===== src/rtl/sio_map_pkg.sv =====
package sio_map_pkg;

  localparam int IO_ADDR_W = 16;
  localparam int IO_DATA_W = 8;
  localparam int IRQ_W     = 4;

  typedef struct packed {
    logic idxWr;
    logic dataWr;
    logic idxRd;
    logic dataRd;
  } busStb_t;

  // parallel base choice, reg1[1:0]
  function automatic logic [IO_ADDR_W-1:0] parBaseOf(input logic [1:0] code);
    case (code)
      2'd1:    return 16'h03BC;
      2'd2:    return 16'h0278;
      default: return 16'h0378;
    endcase
  endfunction

  // serial base choice, shared by both serial fields
  function automatic logic [IO_ADDR_W-1:0] serBaseOf(input logic [1:0] code);
    case (code)
      2'd0:    return 16'h03F8;
      2'd1:    return 16'h02F8;
      2'd2:    return 16'h03E8;
      default: return 16'h02E8;
    endcase
  endfunction

endpackage


===== src/rtl/sio_win_match.sv =====
module sio_win_match #(
  parameter int ADDR_W = 16,
  parameter int WIN    = 8
) (
  input  logic [ADDR_W-1:0] addr,
  input  logic [ADDR_W-1:0] base,
  input  logic              enable,
  output logic              hit
);
  localparam int LOW_W = $clog2(WIN);

  always_comb hit = enable && (addr[ADDR_W-1:LOW_W] == base[ADDR_W-1:LOW_W]);
endmodule


===== src/rtl/sio_map_ctrl.sv =====
module sio_map_ctrl
  import sio_map_pkg::*;
#(
  parameter logic [IO_ADDR_W-1:0] INDEX_PORT = 16'h0398,
  parameter logic [IO_ADDR_W-1:0] DATA_PORT  = 16'h0399
) (
  input  logic                 clk,
  input  logic                 rst_n,
  input  logic [IO_ADDR_W-1:0] ioAddr,
  input  logic                 ioRd,
  input  logic                 ioWr,
  output busStb_t              stb
);
  logic atIndex;
  logic atData;

  always_comb begin
    atIndex    = (ioAddr == INDEX_PORT);
    atData     = (ioAddr == DATA_PORT);
    stb.idxWr  = ioWr && atIndex;
    stb.dataWr = ioWr && atData;
    stb.idxRd  = ioRd && atIndex;
    stb.dataRd = ioRd && atData;
  end

  // at most one register-file access strobe per cycle
  a_r2_one_strobe: assert property (@(posedge clk) disable iff (!rst_n)
    !(ioRd && ioWr) |-> $onehot0(stb));
endmodule


===== src/rtl/sio_map_dp.sv =====
module sio_map_dp
  import sio_map_pkg::*;
#(
  parameter int NUM_REGS = 3,
  parameter int SER_WIN  = 8,
  parameter int PAR_WIN  = 4
) (
  input  logic                 clk,
  input  logic                 rst_n,
  input  busStb_t              stb,
  input  logic [IO_ADDR_W-1:0] ioAddr,
  input  logic [IO_DATA_W-1:0] ioWrData,
  output logic [IO_DATA_W-1:0] ioRdData,
  output logic                 parCs,
  output logic                 serACs,
  output logic                 serBCs,
  output logic [IRQ_W-1:0]     parIrq,
  output logic [IRQ_W-1:0]     serAIrq,
  output logic [IRQ_W-1:0]     serBIrq,
  output logic                 parEn,
  output logic                 serAEn,
  output logic                 serBEn
);
  localparam int IDX_W = (NUM_REGS > 1) ? $clog2(NUM_REGS) : 1;
  localparam int NUM_SER = 2;

  logic [IO_DATA_W-1:0] idxReg;
  logic [IO_DATA_W-1:0] cfgReg [NUM_REGS];
  logic                 configured;
  logic                 idxOk;
  logic [IDX_W-1:0]     idxSel;

  always_comb begin
    idxOk  = (idxReg < IO_DATA_W'(NUM_REGS));
    idxSel = idxReg[IDX_W-1:0];
  end

  always_ff @(posedge clk) begin
    if (!rst_n) begin
      idxReg     <= '0;
      configured <= 1'b0;
    end else begin
      if (stb.idxWr) idxReg <= ioWrData;
      if (stb.dataWr && idxOk) configured <= 1'b1;
    end
  end

  for (genvar g = 0; g < NUM_REGS; g++) begin : g_reg
    always_ff @(posedge clk) begin
      if (!rst_n) cfgReg[g] <= '0;
      else if (stb.dataWr && idxOk && (idxSel == IDX_W'(g))) cfgReg[g] <= ioWrData;
    end
  end

  always_comb begin
    if (stb.idxRd)                ioRdData = idxReg;
    else if (stb.dataRd && idxOk) ioRdData = cfgReg[idxSel];
    else                          ioRdData = '1;
  end

  // active mapping
  logic [1:0]           parCode;
  logic [IO_ADDR_W-1:0] parBase;
  logic [IO_ADDR_W-1:0] serBase [NUM_SER];
  logic [NUM_SER-1:0]   serEnVec;
  logic [NUM_SER-1:0]   serHit;

  always_comb begin
    if (!configured) begin
      parEn      = 1'b1;
      serEnVec   = '1;
      parCode    = 2'd0;
      parBase    = 16'h0378;
      serBase[0] = 16'h03F8;
      serBase[1] = 16'h02F8;
    end else begin
      parEn      = cfgReg[0][0];
      serEnVec   = cfgReg[0][2:1];
      parCode    = cfgReg[1][1:0];
      parBase    = parBaseOf(parCode);
      serBase[0] = serBaseOf(cfgReg[1][3:2]);
      serBase[1] = serBaseOf(cfgReg[1][5:4]);
    end
    parIrq  = ((parCode == 2'd3) || (parBase == 16'h0278)) ? IRQ_W'(5) : IRQ_W'(7);
    serAIrq = IRQ_W'(4);
    serBIrq = IRQ_W'(3);
    serAEn  = serEnVec[0];
    serBEn  = serEnVec[1];
  end

  for (genvar s = 0; s < NUM_SER; s++) begin : g_ser
    sio_win_match #(.ADDR_W(IO_ADDR_W), .WIN(SER_WIN)) u_win (
      .addr(ioAddr), .base(serBase[s]), .enable(serEnVec[s]), .hit(serHit[s]));
  end

  sio_win_match #(.ADDR_W(IO_ADDR_W), .WIN(PAR_WIN)) u_parWin (
    .addr(ioAddr), .base(parBase), .enable(parEn), .hit(parCs));

  always_comb begin
    serACs = serHit[0];
    serBCs = serHit[1];
  end

  a_r1_index_capture: assert property (@(posedge clk) disable iff (!rst_n)
    stb.idxWr |=> idxReg == $past(ioWrData));

  a_r3_high_index_ignored: assert property (@(posedge clk) disable iff (!rst_n)
    (stb.dataWr && !idxOk) |=> $stable(configured) && $stable(cfgReg[0]) && $stable(cfgReg[1]));

  a_r6_config_sticky: assert property (@(posedge clk) disable iff (!rst_n)
    configured |=> configured);

  a_r7_cs_needs_enable: assert property (@(posedge clk) disable iff (!rst_n)
    (!parCs || parEn) && (!serACs || serAEn) && (!serBCs || serBEn));

  a_r11_par_irq_legal: assert property (@(posedge clk) disable iff (!rst_n)
    (parIrq == IRQ_W'(5)) || (parIrq == IRQ_W'(7)));
endmodule


===== src/rtl/sio_resource_map.sv =====
module sio_resource_map
  import sio_map_pkg::*;
#(
  parameter logic [IO_ADDR_W-1:0] INDEX_PORT = 16'h0398,
  parameter logic [IO_ADDR_W-1:0] DATA_PORT  = 16'h0399,
  parameter int NUM_REGS = 3,
  parameter int SER_WIN  = 8,
  parameter int PAR_WIN  = 4
) (
  input  logic        clk,
  input  logic        rst_n,
  input  logic [15:0] ioAddr,
  input  logic [7:0]  ioWrData,
  input  logic        ioRd,
  input  logic        ioWr,
  output logic [7:0]  ioRdData,
  output logic        parCs,
  output logic        serACs,
  output logic        serBCs,
  output logic [3:0]  parIrq,
  output logic [3:0]  serAIrq,
  output logic [3:0]  serBIrq,
  output logic        parEn,
  output logic        serAEn,
  output logic        serBEn
);
  busStb_t stb;

  sio_map_ctrl #(.INDEX_PORT(INDEX_PORT), .DATA_PORT(DATA_PORT)) u_ctrl (
    .clk(clk), .rst_n(rst_n), .ioAddr(ioAddr), .ioRd(ioRd), .ioWr(ioWr), .stb(stb));

  sio_map_dp #(.NUM_REGS(NUM_REGS), .SER_WIN(SER_WIN), .PAR_WIN(PAR_WIN)) u_dp (
    .clk(clk), .rst_n(rst_n), .stb(stb), .ioAddr(ioAddr), .ioWrData(ioWrData),
    .ioRdData(ioRdData), .parCs(parCs), .serACs(serACs), .serBCs(serBCs),
    .parIrq(parIrq), .serAIrq(serAIrq), .serBIrq(serBIrq),
    .parEn(parEn), .serAEn(serAEn), .serBEn(serBEn));
endmodule


===== config.mk =====
export PLATFORM = sky130hd
export DESIGN_NAME = sio_resource_map
export DESIGN_NICKNAME = d
export VERILOG_FILES = /design/src/rtl/sio_map_pkg.sv /design/src/rtl/sio_win_match.sv /design/src/rtl/sio_map_ctrl.sv /design/src/rtl/sio_map_dp.sv /design/src/rtl/sio_resource_map.sv
export SDC_FILE = /design/constraint.sdc
export NUM_CORES = 1
export LEC_CHECK = 0
export ABC_AREA = 1
export BUFFER_PORTS_ARGS = -buffer_cell sky130_fd_sc_hd__buf_4
export CAP_MARGIN = 20
export CORE_UTILIZATION = 48
export CTS_BUF_LIST = sky130_fd_sc_hd__clkbuf_16
export DETAILED_ROUTE_END_ITERATION = 10
export PLACE_DENSITY = 0.79
export SYNTH_ARGS = -nofsm -noshare
export SYNTH_HDL_FRONTEND = slang
export SYNTH_SLANG_ARGS = --single-unit

===== constraint.sdc =====
create_clock -name clk -period 1.6 [get_ports clk]
set_input_delay 0.08 -clock clk [delete_from_list [all_inputs] [get_ports clk]]
set_output_delay 0.08 -clock clk [all_outputs]
set_load 0.1 [all_outputs]

==> metrics.txt, run 1 <==
static leakage power roughly 1.5 nW; std cell rows 24; Inserted Clock Buffers 5; top-level I/O count 54; post-route minimum period ~1.8 ns; power density over the cells approximately 790 nW/um2; port buffer count 42; violated checks negative setup slack; average wire length per cell after detail routing 15.09 um; final cell count without fillers between 300 and 400; number of hold buffers added after CTS 0; cell with the most instances on the worst path nor2_4; RSZ-0062 raised after global routing true; Hold Path Class input pin to register; critical path depth in cells 7; FILL cells roughly 300; Post-synth EDFFs 24; hold violation count in the final report 0; class of the most critical setup path register to primary output; gate family responsible for the most delay along the worst path simple AND/OR/NAND/NOR gates; count of distinct cell types in the synthesized netlist 33; footprint of the multi-input gates 1287 um2; worst path buffer plus inverter count 1; top_reg_cell synth edfxtp_1; cells traversed along the worst timing path nor2_4 > nand2_4 > nor3b_4 > nand2_4 > nor2_4 > nor2_4 > buf_12; Yosys reg bits 35; cell type of the slowest stage on the worst timing path dfxtp_2; cell types with the largest area share after synthesis edfxtp_1 33%, nor2_1 14%, dfxtp_1 10%, nand2_1 9.2%, inv_1 5.5%; area of the die between 4000 and 5000 um2; fin. max-slew vios 0; routed via count divided by cell count 5.149; cell count after synthesis approximately 280; largest stage delay on the critical path roughly 0.34 ns; leading area contributor after synthesis edfxtp_1; area fraction of the dominant cell type after synthesis between 30% and 40%; post-route antenna net violation count 0; die height between 60 and 70 um; dominant cell by count in the synthesized netlist nor2_1; status finished with violations; Worst Reg2Reg Path Length in Cells 7; total placed cells including tap cells ~380; number of H-tree branching levels 2; CTS tree built; area taken by flip-flops and latches ~950 um2; wire length of the first global-routing pass 9301 um; proportion of register bits with asynchronous set or reset after synthesis 0%; count of warnings emitted by yosys 0; Post-DP HPWL around 3700 um; highest clock rate 0.5686 GHz; clock slew seen by the registers of the worst setup and hold paths 0.05 ns; hold path depth 3; fraction of final layout cells sized beyond drive strength 1 between 40% and 50%; critical path data required time around 1.5 ns; Post-route DRC 0; effective utilization at floorplan between 50% and 60%; Antenna Diode Count 0; aggregate global-route resource usage about 25%; largest clock skew in the final design 0.002708 ns; CP Data Arrival Time 1.68 ns; initial antenna violation count 0; Worst IR Drop VDD 0.8436 mV; via count between 2k and 2.5k; setup slack after layout -0.1587 ns; nets@finish between 300 and 400; Finish-stage setup viols 56; total power of the final layout 0.002545 W; clock net sink count 35; Core Area between 4000 and 5000 um2; total grt overflow 0; drt first-iter violations around 130; endpoint class of the critical path primary output; later-pin clock latency in the skew report approximately 0.28 ns; cell area after synthesis 2195 um2; Post-Route Hold Slack between 0.03 and 0.04 ns; maximum fanout encountered on the critical timing path 8; post-synthesis sequential area ratio roughly 43%; area added between synthesis and finish 47.43%; cell chosen for the clock root clkbuf_16; final worst path period share 109.9%; aggregate negative setup slack -4.999 ns; CTS Buffer Depth 2; number of optimization iterations in the first detailed-route pass 4; Max Cap Violations 0; aggregate routed wire length 5886 um; Post-Place Setup Slack 0.03908 ns; average size of a mapped cell just under 8 um2; Die X slightly below 70 um; vias in the first global route approximately 2.1k; most common library cells after synthesis 80 x nor2_1, 54 x nand2_1, 32 x inv_1; routability congestion estimate from global placement 0.9038; type of origin of the critical path register; largest net degree at the start of global routing 17
per-layer routing:
metal  routed length (um)  vias to the layer above  track usage (%)
li1                     -                      967                -
met1                 2199                      947            28.30
met2                 3262                       79            45.42
met3                  300                       15            5.087
met4                  125                        0            10.22
met5                    0                        -                0
flip-flops by register name (all words and copies together), names as in the netlist, named ones only:
| signal | count |
|---|---|
| u_dp.cfgReg | 24 |
| u_dp.configured | 1 |
| u_dp.idxReg | 8 |
worst min-delay path, stage by stage:
cell	delay, ns
buf_4	0.08
nor2_1	0.03
nor2_1	0.08
power breakdown:
part	internal [W]	total (W)	leakage, nW	switching, W
combinational	0.0000902	0.000316	1.06	0.000226
clock	0.000886	0.00124	0.0952	0.000354
sequential	0.000982	0.000990	0.340	0.00000791
placed cells by master (no fill, tap or decap), drive strengths merged, types with 3 or more instances in the layout:
cell type,instances
nor2,88
buf,60
nand2,57
inv,36
edfxtp,24
conb,11
dfxtp,11
nand3,9
mux2i,8
o21ai,7
clkbuf,5
nand4,5
a21oi,4
xor2,3
nor3,3
what timing repair did:
action / in CTS / in global routing
gates resized for setup: 55 / 35
endpoints found under the setup margin: 11 / 56
cloned: 0 / 0
buffers inserted: 4 / 3
pin swaps: 14 / 18
layout make-up:
cell class	count	area share (%)
sequential	35	29.47
clock buffer	5	3.867
clock inverter	3	1.972
multi-input combinational	200	39.79
timing repair buffer	60	18.83
inverter	35	4.060
tap	52	2.011
stage by stage:
step | area (um2) | util [%]
floorplan | 2331 | -
global placement | 2684 | 61.22
detailed placement | 2684 | 61.22
CTS | 3099 | 70.69
global route | 3236 | 73.80
finish | 3236 | 73.80
worst paths after layout:
check                                    endpoint            start  slack [ns]
worst max-delay path                  ioRdData[3]   u_dp.idxReg[5]       -0.16
worst min-delay path               u_dp.idxReg[4]      ioWrData[4]        0.04
worst max register to register  u_dp.cfgReg[1][5]   u_dp.idxReg[5]       -0.14
worst min register to register    u_dp.configured  u_dp.configured        0.57
cell families after synthesis:
group | Yosys count | share of synthesized area, %
AND/OR/NAND/NOR | 165 | 37.12
buffers and inverters | 52 | 11.57
flip-flops | 35 | 42.87
AO/OA/AOI/OAI | 12 | 2.851
multiplexers | 8 | 3.649
XOR/XNOR | 4 | 1.597
other | 2 | 0.3422
(Power assumes the default switching activity.)
==> run 2: changes to the inputs <==
Settings changed: PLACE_DENSITY 0.79 to default, PLACE_DENSITY_LB_ADDON from default to 0.12.
==> metrics.txt, run 2 (synthesis gave the netlist of run 1 again) <==
later-pin clock latency in the skew report 0.28 ns (about the same); drt first-iter violations 82 (was 133); die height 69.62 um (unchanged); number of optimization iterations in the first detailed-route pass 4 (unchanged); Post-Route Hold Slack 0.03135 ns (was 0.03971 ns); area added between synthesis and finish 46.29% (was 47.43%); gate family responsible for the most delay along the worst path simple AND/OR/NAND/NOR gates (unchanged); post-route antenna net violation count 0 (unchanged); Hold Path Class input pin to register (unchanged); critical path data required time 1.52 ns (about the same); FILL cells 345 (was 307); met1 routing resource usage after global routing 24.63% (was 28.30%); grt met3 use 5.523% (was 5.087%); routed via count divided by cell count 5.003 (was 5.149); CP Data Arrival Time 1.65 ns (was 1.68 ns); Die X 69.62 um (unchanged); fraction of final layout cells sized beyond drive strength 1 41.37% (was 42.60%); fin. max-slew vios 0 (unchanged); vias in the first global route 1894 (was 2054); power density over the cells 756.4 nW/um2 (was 786.7 nW/um2); wire length of the first global-routing pass 8500 um (was 9301 um); Antenna Diode Count 0 (unchanged); CTS Buffer Depth 2 (unchanged); clock net sink count 35 (unchanged); register ranked first by flip-flop count u_dp.cfgReg (unchanged); endpoint class of the critical path primary output (unchanged); CTS tree built (unchanged); port buffer count 42 (unchanged); worst reg2reg startpoint u_dp.idxReg[5] (unchanged); cells traversed along the worst timing path nor2_4 > nand2_4 > nor3b_4 > nand2_4 > nor2_4 > nor2_4 > buf_12 (unchanged); total placed cells including tap cells 377 (was 375); largest net degree at the start of global routing 17 (unchanged); beginning of the worst hold path ioWrData[5] (was ioWrData[4]); status finished with violations (unchanged); nets@finish 363 (was 365); hold violation count in the final report 0 (unchanged); flip-flop count of the largest register, all copies and words added 24 (unchanged); R2R setup slack -0.03 ns (was -0.14 ns); met2 track utilization from global routing 40.67% (was 45.42%); area of the die 4846 um2 (unchanged); area taken by flip-flops and latches 949.7 um2 (was 953.4 um2); hold path depth 3 (unchanged); top-level I/O count 54 (unchanged); class of the most critical setup path register to primary output (unchanged); largest clock skew in the final design 0.006211 ns (was 0.002708 ns); effective utilization at floorplan 50.06% (unchanged); Inserted Clock Buffers 5 (unchanged); grt peak-use layer met2 (unchanged); post-route minimum period 1.726 ns (was 1.759 ns); largest stage delay on the critical path 0.34 ns (about the same); highest-count cells in the layout ignoring fill and taps 49 x nor2_1, 45 x nand2_1, 41 x buf_4, 31 x inv_1, 24 x edfxtp_1 (was 46 x nand2_1, 45 x nor2_1, 41 x buf_4, 31 x inv_1, 24 x edfxtp_1); average wire length per cell after detail routing 13.42 um (was 15.09 um); Max Cap Violations 0 (unchanged); Post-DP HPWL 3666 um (was 3715 um); Worst Reg2Reg Path Length in Cells 7 (unchanged); worst path buffer plus inverter count 1 (unchanged); violated checks negative setup slack (unchanged); worst hold path endpoint u_dp.idxReg[5] (was u_dp.idxReg[4]); footprint of the multi-input gates 1284 um2 (was 1287 um2); cell chosen for the clock root clkbuf_16 (unchanged); final worst path period share 107.9% (was 109.9%); initial antenna violation count 0 (unchanged); Core Area 4384 um2 (unchanged); final cell count without fillers 388 (was 390); setup slack after layout -0.1257 ns (was -0.1587 ns); RSZ-0062 raised after global routing true (unchanged); number of H-tree branching levels 2 (unchanged); terminus of the critical flop-to-flop path u_dp.cfgReg[1][3] (was u_dp.cfgReg[1][5]); Worst IR Drop VDD 0.9761 mV (was 0.8436 mV); clock slew seen by the registers of the worst setup and hold paths 0.06 ns (was 0.05 ns); total grt overflow 0 (unchanged); routability congestion estimate from global placement 0.8164 (was 0.9038); type of origin of the critical path register (unchanged); number of hold buffers added after CTS 0 (unchanged); via count 1941 (was 2008); static leakage power 1.483 nW (was 1.496 nW); most frequent standard cell in the layout excluding fill and tap cells nor2_1 (was nand2_1); highest clock rate 0.5795 GHz (was 0.5686 GHz); cell with the most instances on the worst path nor2_4 (unchanged); maximum fanout encountered on the critical timing path 8 (unchanged); aggregate global-route resource usage 22.78% (was 24.95%); cell type of the slowest stage on the worst timing path dfxtp_2 (unchanged); Finish-stage setup viols 24 (was 56); largest registers u_dp.cfgReg x24, u_dp.idxReg x8, u_dp.configured x1 (unchanged); Post-Place Setup Slack 0.02063 ns (was 0.03908 ns); aggregate routed wire length 5206 um (was 5886 um); Post-route DRC 0 (unchanged); std cell rows 24 (unchanged); aggregate negative setup slack -1.158 ns (was -4.999 ns)
run 2: what timing repair did:
| item | in CTS | in global routing |
|---|---|---|
| endpoints found under the setup margin | 56 | 58 |
| gates resized for setup | 53 | 30 |
| buffers inserted | 3 | 0 |
| pin swaps | 15 | 12 |
| endpoints found under the hold margin | 0 | 0 |
run 2: area by class of cell:
class,count,area share (%)
tap,52,2.026
sequential,35,29.58
inverter,35,4.092
clock buffer,5,3.897
clock inverter,3,1.481
timing repair buffer,58,18.94
multi-input combinational,200,39.98
run 2: where the power goes:
group	switching [W]	internal [W]
clock	0.000387	0.000742
sequential	0.00000742	0.000983
combinational	0.000221	0.0000882
total	0.000616	0.00181
run 2: tightest hold or removal path: cells and delay by family:
| kind | cells | cell delay [ns] |
|---|---|---|
| simple gates | 2 | 0.11 |
| buf+inv | 1 | 0.08 |
run 2: worst max-delay path by stage:
| stage | start | to | slack (ns) | cells past startpoint |
|---|---|---|---|---|
| 3_3_place_gp | u_dp.idxReg[4] | u_dp.cfgReg[1][7] | 0.03 | 7 |
| 6_report | u_dp.idxReg[5] | ioRdData[2] | -0.13 | 7 |
| 4_1_cts | u_dp.idxReg[5] | ioRdData[6] | -0.06 | 7 |
| 2_1_floorplan | u_dp.configured | parCs | -0.13 | 6 |
| 5_1_grt | u_dp.idxReg[1] | ioRdData[2] | -0.18 | 7 |
| 3_5_place_dp | u_dp.idxReg[7] | u_dp.cfgReg[1][6] | 0.02 | 7 |
run 2: metrics by stage:
stage	area, um2	utilization, %	total power (W)
3_5_place_dp	2724	62.13	0.001305
4_1_cts	3122	71.20	0.002421
2_1_floorplan	2331	-	0.001216
6_report	3211	73.23	0.002429
3_3_place_gp	2724	62.13	0.001303
5_1_grt	3211	73.23	0.002499
run 2: routing by layer:
layer	wire, um	share of wire [%]
met1	2008	39
met2	2750	53
met3	269	5.2
met4	178	3.4
met5	0	0
==> run 3: changes to the inputs <==
Settings changed: CORE_ASPECT_RATIO from default to 0.6.
==> metrics.txt, run 3 (synthesis gave the netlist of run 1 again) <==
aggregate routed wire length 5188 um (was 5206 um); critical path depth in cells 7 (unchanged); worst reg2reg startpoint u_dp.idxReg[0] (was u_dp.idxReg[5]); clock slew seen by the registers of the worst setup and hold paths 0.05 ns (was 0.06 ns); Finish-stage setup viols 8 (was 24); Antenna Diode Count 0 (unchanged); Die X 89.30 um (was 69.62 um); area added between synthesis and finish 42.36% (was 46.29%); terminus of the critical flop-to-flop path u_dp.cfgReg[2][3] (was u_dp.cfgReg[1][3]); area of the die 4855 um2 (was 4846 um2); power share of the combinational group 13.7% (was 12.7%); Inserted Clock Buffers 5 (unchanged); Post-route DRC 0 (unchanged); violated checks negative setup slack (unchanged); total placed cells including tap cells 385 (was 377); wire length of the first global-routing pass 8017 um (was 8500 um); beginning of the worst hold path ioWrData[2] (was ioWrData[5]); average wire length per cell after detail routing 13.10 um (was 13.42 um); routed via count divided by cell count 4.717 (was 5.003); gate family responsible for the most delay along the worst path simple AND/OR/NAND/NOR gates (unchanged); status finished with violations (unchanged); top-level I/O count 54 (unchanged); fin. max-slew vios 0 (unchanged); register ranked first by flip-flop count u_dp.cfgReg (unchanged); highest clock rate 0.6057 GHz (was 0.5795 GHz); initial antenna violation count 0 (unchanged); CP Data Arrival Time 1.57 ns (was 1.65 ns); internal power consumption 0.001628 W (was 0.001813 W); Worst Reg2Reg Path Length in Cells 7 (unchanged); port buffer count 42 (unchanged); worst path buffer plus inverter count 1 (unchanged); RSZ-0062 raised after global routing true (unchanged); total grt overflow 0 (unchanged); CTS Buffer Depth 2 (unchanged); number of H-tree branching levels 2 (unchanged); hold violation count in the final report 0 (unchanged); cell chosen for the clock root clkbuf_16 (unchanged); routability congestion estimate from global placement 0.8011 (was 0.8164); Worst IR Drop VDD 0.7194 mV (was 0.9761 mV); portion of total power attributed to the clock network 41.3% (was 46.5%); drt first-iter violations 83 (was 82); nets@finish 363 (unchanged); vias in the first global route 1658 (was 1894); proportion of total power due to net switching 26.07% (was 25.35%); class of the most critical setup path register to primary output (unchanged); power density over the cells 704.9 nW/um2 (was 756.4 nW/um2); R2R setup slack 0.07 ns (was -0.03 ns); flip-flop count of the largest register, all copies and words added 24 (unchanged); FILL cells 317 (was 345); footprint of the multi-input gates 1264 um2 (was 1284 um2); area taken by flip-flops and latches 949.7 um2 (unchanged); sequential share of power 45.0% (was 40.8%); hold path depth 3 (unchanged); number of hold buffers added after CTS 0 (unchanged); cells traversed along the worst timing path nor2_2 > nand2_2 > nor3b_4 > nand2_4 > nor2_4 > nor2_4 > buf_12 (was nor2_4 > nand2_4 > nor3b_4 > nand2_4 > nor2_4 > nor2_4 > buf_12); Max Cap Violations 0 (unchanged); cell type of the slowest stage on the worst timing path dfxtp_2 (unchanged); aggregate negative setup slack -0.3159 ns (was -1.158 ns); Core Area 4234 um2 (was 4384 um2); later-pin clock latency in the skew report 0.28 ns (about the same); largest clock skew in the final design 0.005407 ns (was 0.006211 ns); largest net degree at the start of global routing 17 (unchanged); setup slack after layout -0.05102 ns (was -0.1257 ns); aggregate global-route resource usage 23.14% (was 22.78%); largest registers u_dp.cfgReg x24, u_dp.idxReg x8, u_dp.configured x1 (unchanged); static leakage power 1.454 nW (was 1.483 nW); CTS tree built (unchanged); clock net sink count 35 (unchanged); cell with the most instances on the worst path nor2_4 (unchanged); total net switching power 0.0005742 W (was 0.0006156 W); largest stage delay on the critical path 0.33 ns (was 0.34 ns); final worst path period share 103.2% (was 107.9%); endpoint class of the critical path primary output (unchanged); critical path data required time 1.52 ns (about the same); number of optimization iterations in the first detailed-route pass 4 (unchanged); fraction of final layout cells sized beyond drive strength 1 39.88% (was 41.37%); most frequent standard cell in the layout excluding fill and tap cells nor2_1 (unchanged); effective utilization at floorplan 51.83% (was 50.06%); post-route antenna net violation count 0 (unchanged); via count 1868 (was 1941); worst hold path endpoint u_dp.idxReg[2] (was u_dp.idxReg[5]); final cell count without fillers 396 (was 388); Post-DP HPWL 3756 um (was 3666 um); std cell rows 18 (was 24); post-route minimum period 1.651 ns (was 1.726 ns); highest-count cells in the layout ignoring fill and taps 51 x nor2_1, 46 x nand2_1, 45 x buf_4, 31 x inv_1, 24 x edfxtp_1 (was 49 x nor2_1, 45 x nand2_1, 41 x buf_4, 31 x inv_1, 24 x edfxtp_1); die height 54.38 um (was 69.62 um); type of origin of the critical path register (unchanged); Hold Path Class input pin to register (unchanged); maximum fanout encountered on the critical timing path 8 (unchanged)
[run 3: cell types whose count changed in the layout (fill, tap and decap cells not counted), moves of 2 or more]
cell     previous run  this run
nand3_2             4         2
nor2_1             49        51
o21ai_1             6         4
buf_4              41        45
buf_12             12         9
nor2_4             23        21
[run 3: stage by stage]
stage	util [%]	worst slack, ns	area [um2]	total power [W]	hold WS, ns
2_1_floorplan	-	-0.1339	2331	0.001216	0.2004
3_3_place_gp	63.68	0.06660	2696	0.001298	0.3201
3_5_place_dp	63.68	0.02094	2696	0.001300	0.3314
4_1_cts	72.16	-0.03969	3055	0.002209	0.04321
5_1_grt	73.79	-0.1785	3124	0.002276	0.05424
6_report	73.79	-0.05102	3124	0.002202	0.04182
[run 3: repair_timing]
item	CTS	global route
cloned	0	1
setup buffers	2	0
resized for setup	56	22
pin swaps	17	9
setup endpoints to repair	11	41
[run 3: layer usage]
metal  share of wire (%)  up-vias  global-route usage (%)
met5                   0        -                       0
met4                 1.3        0                   7.407
met3                 5.3        8                   6.184
met2                  46       63                   37.40
met1                  48      836                   30.74
li1                    -      961                       -
[run 3: worst max path at each step]
stage                     from          end  slack, ns
6_report        u_dp.idxReg[5]  ioRdData[6]      -0.05
5_1_grt               register  ioRdData[6]      -0.18
4_1_cts         u_dp.idxReg[5]  ioRdData[7]      -0.04
3_5_place_dp    u_dp.idxReg[7]  ioRdData[7]       0.02
3_3_place_gp   u_dp.configured        parCs       0.07
2_1_floorplan  u_dp.configured        parCs      -0.13
[run 3: tightest hold or removal path, cell delays in order]
cell and delay (ns):
buf_4 0.08, nor2_1 0.03, nor2_1 0.08
[run 3: power groups by stage]
stage               logic [W]  registers (W)  clock network, W
floorplan            0.000207        0.00101                 0
detailed placement   0.000289        0.00101                 0
global placement     0.000287        0.00101                 0
finish               0.000301       0.000991          0.000910
CTS                  0.000295       0.000991          0.000923
global route         0.000321       0.000993          0.000962
[run 3: final cells by class]
class                           count  share of cell area [%]
Multi-Input combinational cell    200                   40.45
Sequential cell                    35                   30.40
Timing Repair Buffer               58                   18.14
Inverter                           35                   4.205
Clock buffer                        5                   4.005
Tap cell                           60                   2.403
Clock inverter                      3                  0.4005
